--- config.mk ---
export PLATFORM = sky130hd
export DESIGN_NAME = dma_irq_regbank
export DESIGN_NICKNAME = d
export VERILOG_FILES = /design/src/rtl/dmairq_pkg.sv /design/src/rtl/we_bitreg.sv /design/src/rtl/irq_class.sv /design/src/rtl/dma_irq_regbank.sv
export SDC_FILE = /design/constraint.sdc
export NUM_CORES = 1
export LEC_CHECK = 0
export BUFFER_PORTS_ARGS = -buffer_cell sky130_fd_sc_hd__buf_2
export CAP_MARGIN = 20
export CORE_MARGIN = 2
export CORE_UTILIZATION = 61
export DETAILED_ROUTE_END_ITERATION = 7
export GPL_ROUTABILITY_DRIVEN = 0
export PLACE_DENSITY = 0.95
export SLEW_MARGIN = 15
export SYNTH_ARGS = -nofsm -noshare
export SYNTH_HDL_FRONTEND = slang
export SYNTH_HIERARCHICAL = 1
export SYNTH_SLANG_ARGS = --single-unit
--- constraint.sdc ---
create_clock -name clk -period 4.7 [get_ports clk]
set_input_delay 0.47 -clock clk [delete_from_list [all_inputs] [get_ports clk]]
set_output_delay 0.47 -clock clk [all_outputs]
set_load 0.02 [all_outputs]
--- src/rtl/dmairq_pkg.sv ---
package dmairq_pkg;
  // number of interrupt classes and their indices
  localparam int NTYPE   = 5;
  localparam int T_XFER  = 0;
  localparam int T_BLOCK = 1;
  localparam int T_SRC   = 2;
  localparam int T_DST   = 3;
  localparam int T_ERR   = 4;
  // offset of the paired write-enable field inside a write word
  localparam int WE_OFS  = 8;
  // word address map
  localparam int A_GLB   = 0;
  localparam int A_CHEN  = 1;
  localparam int A_RAW0  = 2;
  localparam int A_STAT0 = A_RAW0 + NTYPE;
  localparam int A_MASK0 = A_STAT0 + NTYPE;
  localparam int A_CLR0  = A_MASK0 + NTYPE;
  localparam int A_SUM   = A_CLR0 + NTYPE;
endpackage

--- src/rtl/we_bitreg.sv ---
// Bit register with paired write-enable update and hardware clear.
module we_bitreg #(
  parameter int N = 8
) (
  input  logic         clk,
  input  logic         rst_n,
  input  logic         wr,
  input  logic [N-1:0] val,
  input  logic [N-1:0] sel,
  input  logic [N-1:0] hw_clr,
  output logic [N-1:0] q
);
  logic [N-1:0] nxt;

  always_comb begin
    nxt = q;
    if (wr) nxt = (q & ~sel) | (val & sel);
    nxt = nxt & ~hw_clr;  // engine clear has the last word
  end

  always_ff @(posedge clk or negedge rst_n) begin
    if (!rst_n) q <= '0;
    else        q <= nxt;
  end
endmodule

--- src/rtl/irq_class.sv ---
// One interrupt class: raw latch, mask, masked status and any-pending flag.
module irq_class #(
  parameter int N = 8
) (
  input  logic         clk,
  input  logic         rst_n,
  input  logic [N-1:0] evt,
  input  logic         clr_wr,
  input  logic [N-1:0] clr_bits,
  input  logic         mask_wr,
  input  logic [N-1:0] mask_val,
  input  logic [N-1:0] mask_sel,
  output logic [N-1:0] raw,
  output logic [N-1:0] mask,
  output logic [N-1:0] stat,
  output logic         any
);
  logic [N-1:0] clr_eff;

  assign clr_eff = clr_wr ? clr_bits : '0;

  always_ff @(posedge clk or negedge rst_n) begin
    if (!rst_n) raw <= '0;
    else        raw <= (raw & ~clr_eff) | evt;  // set beats clear
  end

  we_bitreg #(.N(N)) u_mask (
    .clk    (clk),
    .rst_n  (rst_n),
    .wr     (mask_wr),
    .val    (mask_val),
    .sel    (mask_sel),
    .hw_clr ({N{1'b0}}),
    .q      (mask)
  );

  assign stat = raw & mask;
  assign any  = |stat;
endmodule

--- src/rtl/dma_irq_regbank.sv ---
// Channel-enable and interrupt register bank. NCH must not exceed WE_OFS.
module dma_irq_regbank
  import dmairq_pkg::*;
#(
  parameter int NCH    = 8,
  parameter int ADDR_W = 5,
  parameter int DATA_W = 32
) (
  input  logic                 clk,
  input  logic                 rst_n,
  input  logic                 reg_we,
  input  logic [ADDR_W-1:0]    reg_addr,
  input  logic [DATA_W-1:0]    reg_wdata,
  output logic [DATA_W-1:0]    reg_rdata,
  input  logic [NTYPE*NCH-1:0] irq_evt_i,
  input  logic [NCH-1:0]       ch_done_i,
  output logic [NCH-1:0]       ch_en_o,
  output logic                 glb_en_o,
  output logic                 irq_o
);
  localparam int TOT = NTYPE * NCH;

  logic [NCH-1:0]   wr_val, wr_sel;
  logic             glb_q;
  logic [TOT-1:0]   raw_all, mask_all, stat_all;
  logic [NTYPE-1:0] summ;
  logic             unused_wdata;

  assign wr_val       = reg_wdata[NCH-1:0];
  assign wr_sel       = reg_wdata[WE_OFS +: NCH];
  assign unused_wdata = ^reg_wdata;

  always_ff @(posedge clk or negedge rst_n) begin
    if (!rst_n) glb_q <= 1'b0;
    else if (reg_we && reg_addr == ADDR_W'(A_GLB)) glb_q <= reg_wdata[0];
  end

  we_bitreg #(.N(NCH)) u_chen (
    .clk    (clk),
    .rst_n  (rst_n),
    .wr     (reg_we && reg_addr == ADDR_W'(A_CHEN)),
    .val    (wr_val),
    .sel    (wr_sel),
    .hw_clr (ch_done_i),
    .q      (ch_en_o)
  );

  for (genvar t = 0; t < NTYPE; t++) begin : g_cls
    irq_class #(.N(NCH)) u_cls (
      .clk      (clk),
      .rst_n    (rst_n),
      .evt      (irq_evt_i[t*NCH +: NCH]),
      .clr_wr   (reg_we && reg_addr == ADDR_W'(A_CLR0 + t)),
      .clr_bits (wr_val),
      .mask_wr  (reg_we && reg_addr == ADDR_W'(A_MASK0 + t)),
      .mask_val (wr_val),
      .mask_sel (wr_sel),
      .raw      (raw_all[t*NCH +: NCH]),
      .mask     (mask_all[t*NCH +: NCH]),
      .stat     (stat_all[t*NCH +: NCH]),
      .any      (summ[t])
    );
  end

  always_comb begin
    reg_rdata = '0;
    if (reg_addr == ADDR_W'(A_GLB))  reg_rdata[0] = glb_q;
    if (reg_addr == ADDR_W'(A_CHEN)) reg_rdata[NCH-1:0] = ch_en_o;
    if (reg_addr == ADDR_W'(A_SUM))  reg_rdata[NTYPE-1:0] = summ;
    for (int t = 0; t < NTYPE; t++) begin
      if (reg_addr == ADDR_W'(A_RAW0 + t))  reg_rdata[NCH-1:0] = raw_all[t*NCH +: NCH];
      if (reg_addr == ADDR_W'(A_STAT0 + t)) reg_rdata[NCH-1:0] = stat_all[t*NCH +: NCH];
      if (reg_addr == ADDR_W'(A_MASK0 + t)) reg_rdata[NCH-1:0] = mask_all[t*NCH +: NCH];
    end
  end

  assign glb_en_o = glb_q;
  assign irq_o    = glb_q & (|summ);
endmodule

==> summary.md <==
| Metric | Value |
|---|---|
| Status | `finished, final reports clean` |
| Fmax | `275 MHz` |
| WL per Instance | `19.3 µm` |
| Yosys top cell area share | `34.3%` |
| Nets | `925` |
| Chip width | `107 µm` |
| Share of cells above drive strength 1 | `22.3%` |
| Worst skew pair latency | `0.39 ns` |
| IO Port Bufs | `89` |
| Cells after Synth | `about 750` |
| Post-synth top cells | `dfrtp_1, nand3_1, a21oi_1` |
| Sequential share of the synthesized area | `34.3%` |
| Post-route cell area | `7090 µm²` |
| PD cells | `235 nW/µm²` |
| Area after DPL | `6840 µm²` |
| Crit path kind | `reg -> out` |
| Final HPWL DP | `13,400 µm` |
| Placed insts | `961` |
| Gr usage total | `33.2%` |
| Reg-to-reg slack, setup | `3.81 ns` |
| Final hold viol count | `0` |
| Drt initial violations | `between 700 and 800` |
| Reg area | `2230 µm²` |
| Core Box Area | `10,300 µm²` |
| Clk slew on worst S/H paths | `0.10 ns` |
| H-tree depth | `3` |
| Ant diodes | `0` |
| Worst reg2reg path startpoint | `g_cls[1].u_cls/u_mask/q[7]` |
| Starting density of the core | `between 60% and 70%` |
| Drt first pass iters | `7` |
| R2R Path End | `g_cls[1].u_cls/u_mask/q[7]` |
| CP startpoint kind | `flip-flop` |
| Root Driver | `clkbuf_8` |
| Number of vias per cell | `6.59` |
| Vias in the first global route | `around 6,000` |
| Yosys warns | `6` |
| Max-Cap Viols | `0` |
| Post-CTS Hold Fix Bufs | `0` |
| Tot Pwr | `1.67 mW` |
| Clk_skew | `0 ns` |
| Relative slew margins | `around 36%` |
| CTS tree | `yes` |
| Mean Syn Cell Area | `slightly below 9 µm²` |
| Final Max Tran Viols | `0` |
| Area leader, netlist | `dfrtp_1` |
| Row Count | `37` |
| FILL cells | `840` |
| Die area | `around 11,000 µm²` |
| Synth cell types | `62` |
| Final setup fails | `0` |
| Via count | `~6,400` |
| Layout Cells excl Fill | `978` |
| Number of synthesized register bits | `89` |
| Largest net degree at the start of global routing | `between 50 and 60` |
| Clk buf depth | `2` |
| Top-count cell post-synth | `dfrtp_1` |
| Area of the multi-input gates | `between 3000 and 4000 µm²` |
| Post-CTS Resized | `0` |
| DRT Wirelength | `18,800 µm` |
| Tmin final | `between 3 and 4 ns` |
| Syn Std Cell Area | `about 6500 µm²` |
| Slew @ Worst Pin | `between 0.9 and 1 ns` |
| Setup TNS | `0 ns` |
| Clock buffer count from CTS | `9` |
| CP arrival | `between 3 and 4 ns` |
| I/O Pins | `130` |
| R2R depth | `2` |
| CP Capture Type | `primary output` |
| Post-synth EDFFs | `0` |
| First-pass GRT wire length | `29,600 µm` |
| Critical Path RT | `4.23 ns` |
| Max FO, Critical Path | `3` |
| Final period utilization | `77.3%` |
| Largest cells by area after synthesis | `dfrtp_1, nand3_1, a21bo_2` |
| Die height | `107 µm` |
| Clock sink count | `89` |
| P&R area growth vs syn | `9.24%` |
| RSZ-0062 raised after global routing | `no` |
| Ys async rst share | `100%` |
| Leak | `2.91 nW` |
| Peak supply drop | `179 µV` |
| Antenna-violating nets left | `0` |
| Gr ovfl total | `0` |
| Commonest register cell after synthesis | `dfrtp_1` |
| HP Class | `in -> async` |
| DRC | `0` |
| Worst hold margin | `0.0514 ns` |
| Initial antenna violation count | `0` |
| Post-CTS Setup Inserts | `0` |
metrics by stage:
stage / setup WS [ns] / util (%)
2_1_floorplan: 1.98 / -
3_3_place_gp: 1.41 / 66.3
3_5_place_dp: 1.31 / 66.3
4_1_cts: 1.15 / 68.5
5_1_grt: 0.983 / 68.7
6_report: 1.07 / 68.7
state kept, by name, indices dropped and copies added (netlist names):
| name | count |
|---|---|
| glb_en_o | 1 |
| g_cls.u_cls/raw | 40 |
| u_chen/q | 8 |
| g_cls.u_cls/u_mask/q | 40 |
logic make-up (layout without fill, tap and decap cells):
| group | Yosys count | in the layout | share of synthesized area, % |
|---|---|---|---|
| and+or+nand+nor | 297 | 297 | 26.0 |
| AOI/OAI and AO/OA | 273 | 273 | 30.4 |
| DFF | 89 | 89 | 34.3 |
| buffers and inverters | 78 | 117 | 8.66 |
| other | 6 | 64 | 0.347 |
| xor gates and xnor gates | 1 | 1 | 0.135 |
| muxes | 1 | 1 | 0.174 |
placed cells by master, fill, tap and decap left out, types with 10 or more instances in the layout:
cell / n
a21bo_1: 12
a21bo_2: 36
a21o_1: 40
a21oi_1: 61
a21oi_2: 12
and2_1: 40
buf_2: 88
buf_4: 10
clkbuf_8: 10
conb_1: 64
dfrtp_1: 89
nand2_1: 55
nand3_1: 78
nor2_1: 19
nor3b_1: 10
o21ai_0: 37
or4_1: 15
worst max-delay path by stage:
stage	startpoint	end	cells after the start
2_1_floorplan	g_cls[2].u_cls/raw[2]	reg_rdata[2]	8
3_3_place_gp	reg_addr[1]	reg_rdata[0]	7
3_5_place_dp	reg_addr[1]	reg_rdata[0]	7
4_1_cts	g_cls[2].u_cls/raw[3]	reg_rdata[2]	9
5_1_grt	g_cls[2].u_cls/raw[3]	reg_rdata[2]	9
6_report	g_cls[1].u_cls/u_mask/q[2]	reg_rdata[1]	8
metal layers:
metal,routed length (µm),vias up,global-route usage (%)
li1,-,2843,-
met1,7220,3029,43.0
met2,8640,471,52.7
met3,1980,101,6.38
met4,995,0,17.3
met5,0,-,0
final cells by class:
cell class | instances | share of cell area (%)
Multi-Input combinational cell | 636 | 55.4
Tap cell | 136 | 2.40
Clock inverter | 6 | 1.38
Timing Repair Buffer | 98 | 7.27
Clock buffer | 10 | 1.94
Inverter | 3 | 0.159
Sequential cell | 89 | 31.4
report_power, final:
| part | total [mW] | leakage [nW] | switching [mW] | internal, mW |
|---|---|---|---|---|
| combinational | 0.266 | 1.76 | 0.188 | 0.0779 |
| sequential | 0.777 | 1.03 | 0.00639 | 0.771 |
| clock | 0.624 | 0.119 | 0.302 | 0.321 |
| total | 1.67 | 2.91 | 0.497 | 1.17 |
worst max-delay path, stage by stage (launching register included):
cell,delay [ns]
dfrtp_1,0.42
and2_4,0.18
or4_1,0.50
or4_1,0.53
nand3_1,0.12
o2111ai_1,0.20
a222oi_1,0.51
o21ai_1,0.16
buf_2,0.18
(Power assumes the default switching activity.)
